File: src/rtl/sdi_pkg.sv
package sdi_pkg;

  typedef enum logic [3:0] {
    ST_IDLE, ST_CLK_SLOW, ST_GO_IDLE, ST_IF_COND,
    ST_APP_PRE, ST_OP_COND, ST_ALL_CID, ST_REL_ADDR,
    ST_READ_CSD, ST_CLK_FAST, ST_SELECT, ST_BLK_LEN,
    ST_BUS_PRE, ST_BUS_WIDTH, ST_READY, ST_FAIL
  } sdi_state_e;

  typedef enum logic [1:0] {
    ERR_NONE  = 2'd0,
    ERR_UNSUP = 2'd1,
    ERR_NODEV = 2'd2,
    ERR_IO    = 2'd3
  } sdi_err_e;

  localparam logic [31:0] IF_COND_ARG  = 32'h0000_01AA;
  localparam logic [31:0] OP_COND_ARG  = 32'h50FF_8000;
  localparam logic [31:0] VOLT_MASK    = 32'h00FF_8000;
  localparam logic [31:0] BUS4_ARG     = 32'h0000_0002;
  localparam int          PWRUP_BIT    = 31;
  localparam int          CCS_BIT      = 30;

endpackage

File: src/rtl/sdi_attempt_ctr.sv
module sdi_attempt_ctr #(
  parameter int MAX_ATTEMPTS = 1000
) (
  input  logic clk,
  input  logic rst_n,
  input  logic clear,
  input  logic bump,
  output logic last
);
  localparam int CW = (MAX_ATTEMPTS > 1) ? $clog2(MAX_ATTEMPTS) : 1;
  localparam logic [CW-1:0] LAST_VAL = CW'(MAX_ATTEMPTS - 1);

  logic [CW-1:0] cnt_q, cnt_d;
  logic          cnt_en;

  always_comb begin
    cnt_en = clear | bump;
    cnt_d  = clear ? '0 : cnt_q + 1'b1;
  end

  always_ff @(posedge clk or negedge rst_n) begin
    if (!rst_n)      cnt_q <= '0;
    else if (cnt_en) cnt_q <= cnt_d;
  end

  assign last = (cnt_q == LAST_VAL);
endmodule

File: src/rtl/sdi_csd_capacity.sv
module sdi_csd_capacity #(
  parameter int BLOCK_BYTES = 512
) (
  input  logic [127:0] csd,
  output logic [31:0]  blocks
);
  localparam int BLK_SHIFT = $clog2(BLOCK_BYTES);

  logic [12:0] size_p1;
  logic [5:0]  scale;
  logic [39:0] bytes_total;
  logic [39:0] blk_wide;
  logic        unused_csd;

  always_comb begin
    size_p1     = {1'b0, csd[73:62]} + 13'd1;
    scale       = {3'b000, csd[49:47]} + 6'd2 + {2'b00, csd[83:80]};
    bytes_total = {27'd0, size_p1} << scale;
    blk_wide    = bytes_total >> BLK_SHIFT;
  end

  assign blocks     = blk_wide[31:0];
  assign unused_csd = ^{csd[127:84], csd[79:74], csd[61:50], csd[46:0], blk_wide[39:32]};
endmodule

File: src/rtl/sdi_init_seq.sv
module sdi_init_seq
  import sdi_pkg::*;
#(
  parameter int MAX_ATTEMPTS = 1000,
  parameter int BLOCK_BYTES  = 512
) (
  input  logic         clk,
  input  logic         rst_n,
  input  logic         start,
  output logic         clk_req,
  output logic         clk_fast,
  input  logic         clk_ack,
  output logic         cmd_issue,
  output logic [5:0]   cmd_index,
  output logic [31:0]  cmd_arg,
  input  logic         rsp_valid,
  input  logic         rsp_timeout,
  input  logic [127:0] rsp_data,
  output logic         ready,
  output logic [1:0]   err_code,
  output logic [31:0]  rca_word,
  output logic [31:0]  capacity_blocks,
  output logic         high_cap
);
  localparam logic [31:0] BLK_LEN_ARG = 32'(BLOCK_BYTES);

  sdi_state_e state_q, state_d;
  logic       wait_q, wait_d;
  sdi_err_e   err_q, err_d;
  logic       is_cmd, rsp_evt, rsp_ok;
  logic       try_clear, try_bump, try_last;
  logic [31:0] rca_q;
  logic [31:0] cap_q, cap_calc;
  logic        hc_q;
  logic        rca_en, cap_en, hc_en;
  logic [31:0] low_word;

  assign low_word = rsp_data[31:0];

  sdi_attempt_ctr #(.MAX_ATTEMPTS(MAX_ATTEMPTS)) u_try (
    .clk(clk), .rst_n(rst_n), .clear(try_clear), .bump(try_bump), .last(try_last)
  );

  sdi_csd_capacity #(.BLOCK_BYTES(BLOCK_BYTES)) u_cap (
    .csd(rsp_data), .blocks(cap_calc)
  );

  // command decode per state
  always_comb begin
    is_cmd    = 1'b1;
    cmd_index = 6'd0;
    cmd_arg   = 32'd0;
    unique case (state_q)
      ST_GO_IDLE:   cmd_index = 6'd0;
      ST_IF_COND:   begin cmd_index = 6'd8;  cmd_arg = IF_COND_ARG; end
      ST_APP_PRE:   cmd_index = 6'd55;
      ST_OP_COND:   begin cmd_index = 6'd41; cmd_arg = OP_COND_ARG; end
      ST_ALL_CID:   cmd_index = 6'd2;
      ST_REL_ADDR:  cmd_index = 6'd3;
      ST_READ_CSD:  begin cmd_index = 6'd9;  cmd_arg = rca_q; end
      ST_SELECT:    begin cmd_index = 6'd7;  cmd_arg = rca_q; end
      ST_BLK_LEN:   begin cmd_index = 6'd16; cmd_arg = BLK_LEN_ARG; end
      ST_BUS_PRE:   begin cmd_index = 6'd55; cmd_arg = rca_q; end
      ST_BUS_WIDTH: begin cmd_index = 6'd6;  cmd_arg = BUS4_ARG; end
      default:      is_cmd = 1'b0;
    endcase
  end

  assign cmd_issue = is_cmd & ~wait_q;
  assign rsp_evt   = wait_q & (rsp_valid | rsp_timeout);
  assign rsp_ok    = wait_q & rsp_valid & ~rsp_timeout;
  assign clk_req   = (state_q == ST_CLK_SLOW) | (state_q == ST_CLK_FAST);
  assign clk_fast  = (state_q == ST_CLK_FAST);

  // next-state logic
  always_comb begin
    state_d   = state_q;
    err_d     = err_q;
    try_clear = 1'b0;
    try_bump  = 1'b0;
    rca_en    = 1'b0;
    cap_en    = 1'b0;
    hc_en     = 1'b0;
    case (state_q)
      ST_IDLE:     if (start) begin state_d = ST_CLK_SLOW; try_clear = 1'b1; end
      ST_CLK_SLOW: if (clk_ack) state_d = ST_GO_IDLE;
      ST_CLK_FAST: if (clk_ack) state_d = ST_SELECT;
      ST_READY, ST_FAIL: ;
      default: begin
        if (rsp_evt && rsp_timeout) begin
          state_d = ST_FAIL;
          err_d   = (state_q == ST_IF_COND) ? ERR_UNSUP : ERR_IO;
        end else if (rsp_ok) begin
          case (state_q)
            ST_GO_IDLE: state_d = ST_IF_COND;
            ST_IF_COND:
              if (low_word != IF_COND_ARG) begin state_d = ST_FAIL; err_d = ERR_NODEV; end
              else state_d = ST_APP_PRE;
            ST_APP_PRE: state_d = ST_OP_COND;
            ST_OP_COND:
              if ((low_word & VOLT_MASK) != VOLT_MASK) begin
                state_d = ST_FAIL; err_d = ERR_NODEV;
              end else if (low_word[PWRUP_BIT]) begin
                state_d = ST_ALL_CID; hc_en = 1'b1;
              end else if (try_last) begin
                state_d = ST_FAIL; err_d = ERR_IO;
              end else begin
                state_d = ST_APP_PRE; try_bump = 1'b1;
              end
            ST_ALL_CID:   state_d = ST_REL_ADDR;
            ST_REL_ADDR:  begin state_d = ST_READ_CSD; rca_en = 1'b1; end
            ST_READ_CSD:  begin state_d = ST_CLK_FAST; cap_en = 1'b1; end
            ST_SELECT:    state_d = hc_q ? ST_BUS_PRE : ST_BLK_LEN;
            ST_BLK_LEN:   state_d = ST_BUS_PRE;
            ST_BUS_PRE:   state_d = ST_BUS_WIDTH;
            ST_BUS_WIDTH: state_d = ST_READY;
            default:      state_d = state_q;
          endcase
        end
      end
    endcase
    wait_d = (state_d != state_q) ? 1'b0 : (cmd_issue ? 1'b1 : wait_q);
  end

  // registers
  always_ff @(posedge clk or negedge rst_n) begin
    if (!rst_n) begin
      state_q <= ST_IDLE;
      wait_q  <= 1'b0;
      err_q   <= ERR_NONE;
    end else begin
      state_q <= state_d;
      wait_q  <= wait_d;
      err_q   <= err_d;
    end
  end

  always_ff @(posedge clk or negedge rst_n) begin
    if (!rst_n)      rca_q <= '0;
    else if (rca_en) rca_q <= low_word;
  end

  always_ff @(posedge clk or negedge rst_n) begin
    if (!rst_n)      cap_q <= '0;
    else if (cap_en) cap_q <= cap_calc;
  end

  always_ff @(posedge clk or negedge rst_n) begin
    if (!rst_n)     hc_q <= 1'b0;
    else if (hc_en) hc_q <= low_word[CCS_BIT];
  end

  assign ready           = (state_q == ST_READY);
  assign err_code        = err_q;
  assign rca_word        = rca_q;
  assign capacity_blocks = cap_q;
  assign high_cap        = hc_q;
endmodule

File: config.mk
export PLATFORM = sky130hd
export DESIGN_NAME = sdi_init_seq
export DESIGN_NICKNAME = d
export VERILOG_FILES = /design/src/rtl/sdi_pkg.sv /design/src/rtl/sdi_attempt_ctr.sv /design/src/rtl/sdi_csd_capacity.sv /design/src/rtl/sdi_init_seq.sv
export SDC_FILE = /design/constraint.sdc
export NUM_CORES = 1
export LEC_CHECK = 0
export ABC_CLOCK_PERIOD_IN_PS = 3900
export CAP_MARGIN = 30
export CORE_MARGIN = 5
export CORE_UTILIZATION = 47
export DETAILED_ROUTE_END_ITERATION = 16
export PLACE_DENSITY = 0.95
export RECOVER_POWER = 100
export SKIP_CTS_REPAIR_TIMING = 1
export SYNTH_ARGS = -nofsm -noshare
export SYNTH_HDL_FRONTEND = slang
export SYNTH_SLANG_ARGS = --single-unit
File: constraint.sdc
create_clock -name clk -period 3.9 [get_ports clk]
set_input_delay 0.78 -clock clk [delete_from_list [all_inputs] [get_ports clk]]
set_output_delay 0.78 -clock clk [all_outputs]
set_load 0.02 [all_outputs]
==> qor.yml <==
skew_ns: 0.0145
initial_utilization_pct: 48.4
cpPeakStageDelay_ns: 0.89
vdd_drop_max_uv: 223
status: "finished, violations left"
pin_count: 243
cts_buffers: 9
hold_violations: 0
maxSlewHeadroom_pct: -14.4
fillers: 940
vias: 6467
cp.arrival_ns: 2.88
drc_errors: 0
required_ns: 3.12
dp_hpwl_um: 15600
max-cap-violations: 2
synth_edf_count: 0
clk_latency_ns: 0.35
rsz0062_at_grt: "no"
synth-main-ff-cell: "dfrtp_1"
path_cells: "nand2_1 > and3_1 > dlygate4sd3_1"
cts_root_buf: "clkbuf_16"
finalSetupViolCount: 0
cts_max_path_buffers: 2
rows: 40
grt_antenna_before_repair: 0
worst_hold_path_type: "flop to flop"
worstSetupPathType: "flop to output pin"
synth-seq-cells: 81
drt-wirelength-per-cell_um: 20.4
p_leak_nw: 3.75
die_w_um: 122
h-tree-depth: 3
area_growth_pct: 37.0
powerDensity_nw_per_um2: 341
clkSinkCount: 81
wirelength_um: 20400
tritoncts: "done"
netlist_area_sq_um: 5860
dieHeight_um: 122
min_period_over_period_pct: 93.8
async_flop_share_pct: 100
cp_top_family: "simple AND/OR/NAND/NOR gates"
core_region_area_sq_um: 12100
max_freq_ghz: 0.273
finalMaxSlewViolations: 33
violations: "capacitance limit, slew limit"
globalRouteTotalUtil_pct: 27.2
fp.dieArea_sq_um: 14800
worst_path_max_delay_cell: "dfrtp_1"
first_iter_violations: 955
synth_fp_nets: 817
critPathMaxFanout: 27
cp-end-kind: "output pin"
grt_overflow: 0
final_nets: 970
tns_ns: 0
synth_cell_type_count: 77
syn_avg_cell_area_sq_um: 8.69
grt_max_degree: 82
first_global_vias: 6178
grt_pass1_wl_um: 32200
seq_area_frac_synth_pct: 34.6
gp_congestion: 0.959
drtPass1Iterations: 6
ant_nets: 0
timing_worst_slew_pin_value_ns: 1.72
worst-path-buf-inv: 1
regToRegSetupSlack_ns: 0.36
finalCriticalPeriod_ns: 3.66
start_kind: "flop"
hold_ws_ns: 0.472
yosys_warnings: 0
path_clk_slew_ns: 0.06
via_per_inst: 6.46
layout.cells.non_filler: 1001
antenna_cells: 0
dp.cells: 984
syn-instance-count: 675
portBuffers: 164
drive_gt1_share_pct: 11.5
[worst paths after layout]
| check | startpoint | end | cells past startpoint |
|---|---|---|---|
| worst max-delay path | state_q[1] | cmd_arg[14] | 3 |
| worst min register to register | capacity_blocks[19] | capacity_blocks[19] | 2 |
| worst max register to register | state_q[1] | rca_word[26] | 4 |
| worst min-delay path | capacity_blocks[19] | capacity_blocks[19] | 2 |
| min in group asynchronous | rst_n | capacity_blocks[29] | 1 |
| max in group asynchronous | rst_n | rca_word[15] | 2 |
[metrics by stage]
step	setup WS (ns)	cell area [sq um]	utilization (%)	total power, mW
6_report	0.244	8040	66.3	2.74
3_3_place_gp	0.205	7770	64.1	1.92
5_1_grt	0.105	8040	66.3	2.85
2_1_floorplan	0.656	5860	-	1.53
4_1_cts	0.449	8060	66.5	2.76
3_5_place_dp	0.102	7770	64.1	1.94
[synthesized netlist by cell type (all sizes together) (7+ instances only)]
cell type	instances	share of area, %
clkbuf	40	2.6
buf	20	1.9
nor2	48	3.1
o211ai	14	1.8
ha	7	1.5
xnor2	7	1.0
nand3	20	1.8
mux2i	8	1.4
a31oi	10	1.1
o31ai	14	1.8
nand2	55	3.5
mux2	35	6.7
o2111ai	8	1.2
o21ai	31	2.6
nor4	10	1.2
or3	9	0.96
inv	17	1.1
and3	23	2.5
a21o	21	2.7
a21oi	27	2.3
nand4	22	2.3
dfrtp	81	35
nor3	22	1.9
[registers in the layout (all words and copies together) (netlist names)]
signal and flops:
capacity_blocks 31, err_code 2, u_try.cnt_q 10, state_q 4, rca_word 32, wait_q 1
high_cap 1
[layout make-up]
cell class                 instances  area (sq um)  area share [%]
clock buffer                      10           239            2.97
clock inverter                     6          51.3           0.638
inverter                          17          63.8           0.794
multi-input combinational        517          3510            43.7
sequential                        81          2030            25.2
tap                              168           210            2.62
timing repair buffer             202          1930            24.1
[placed cells by master, fill, tap and decap left out, types with 5 or more instances in the layout]
cell             count
ha_1                 7
o2111a_1             5
a32o_1               6
nand4_1             22
clkbuf_16            9
dfrtp_1             81
nand2_1             55
o22ai_1              6
o2111ai_1            8
o31ai_1             14
and3_1              23
inv_1               17
nand2b_1             5
dlygate4sd3_1      112
o21a_1               6
nand3_1             19
nor4b_1              5
a21oi_1             27
o211ai_1            14
nor2b_1              6
a21o_1              21
nor4_1               9
mux2_2              34
xnor2_1              7
nor2_1              48
or3_1                9
nand3b_1             5
o21ai_0             31
mux2i_1              8
buf_4               32
clkdlybuf4s50_1     51
a31oi_1             10
a22o_1               6
nor3_1              22
[where the power goes]
part           internal, mW  switching (mW)  total (mW)
sequential            0.900          0.0737       0.974
clock                 0.456           0.363       0.819
combinational         0.384           0.564       0.948
[metal layers]
metal / routed length [um] / part of all wire, % / track usage [%] / vias up
met5: 0 / 0 / 0 / -
met4: 918 / 4.5 / 11.6 / 0
met3: 2010 / 9.9 / 5.52 / 88
met2: 9990 / 49 / 47.3 / 435
met1: 7480 / 37 / 32.7 / 3044
li1: - / - / - / 2900
[cell families (layout without fill, tap and decap cells)]
family,after synthesis,count (layout),synth area share [%]
AO/OA/AOI/OAI,202,202,25.1
multiplexers,44,44,8.47
buffers and inverters,77,235,5.55
adder cells (fa/ha/maj),8,8,1.84
flip-flops,81,81,34.6
other,1,1,0.0640
AND/OR/NAND/NOR,251,251,22.8
XOR/XNOR,11,11,1.64
[worst min-delay path: cells and delay by family (launching register included)]
family           cells  cell delay (ns)
AO/OA/AOI/OAI        1             0.05
flip-flops           1             0.33
AND/OR/NAND/NOR      1             0.05
(Power assumes the default switching activity.)
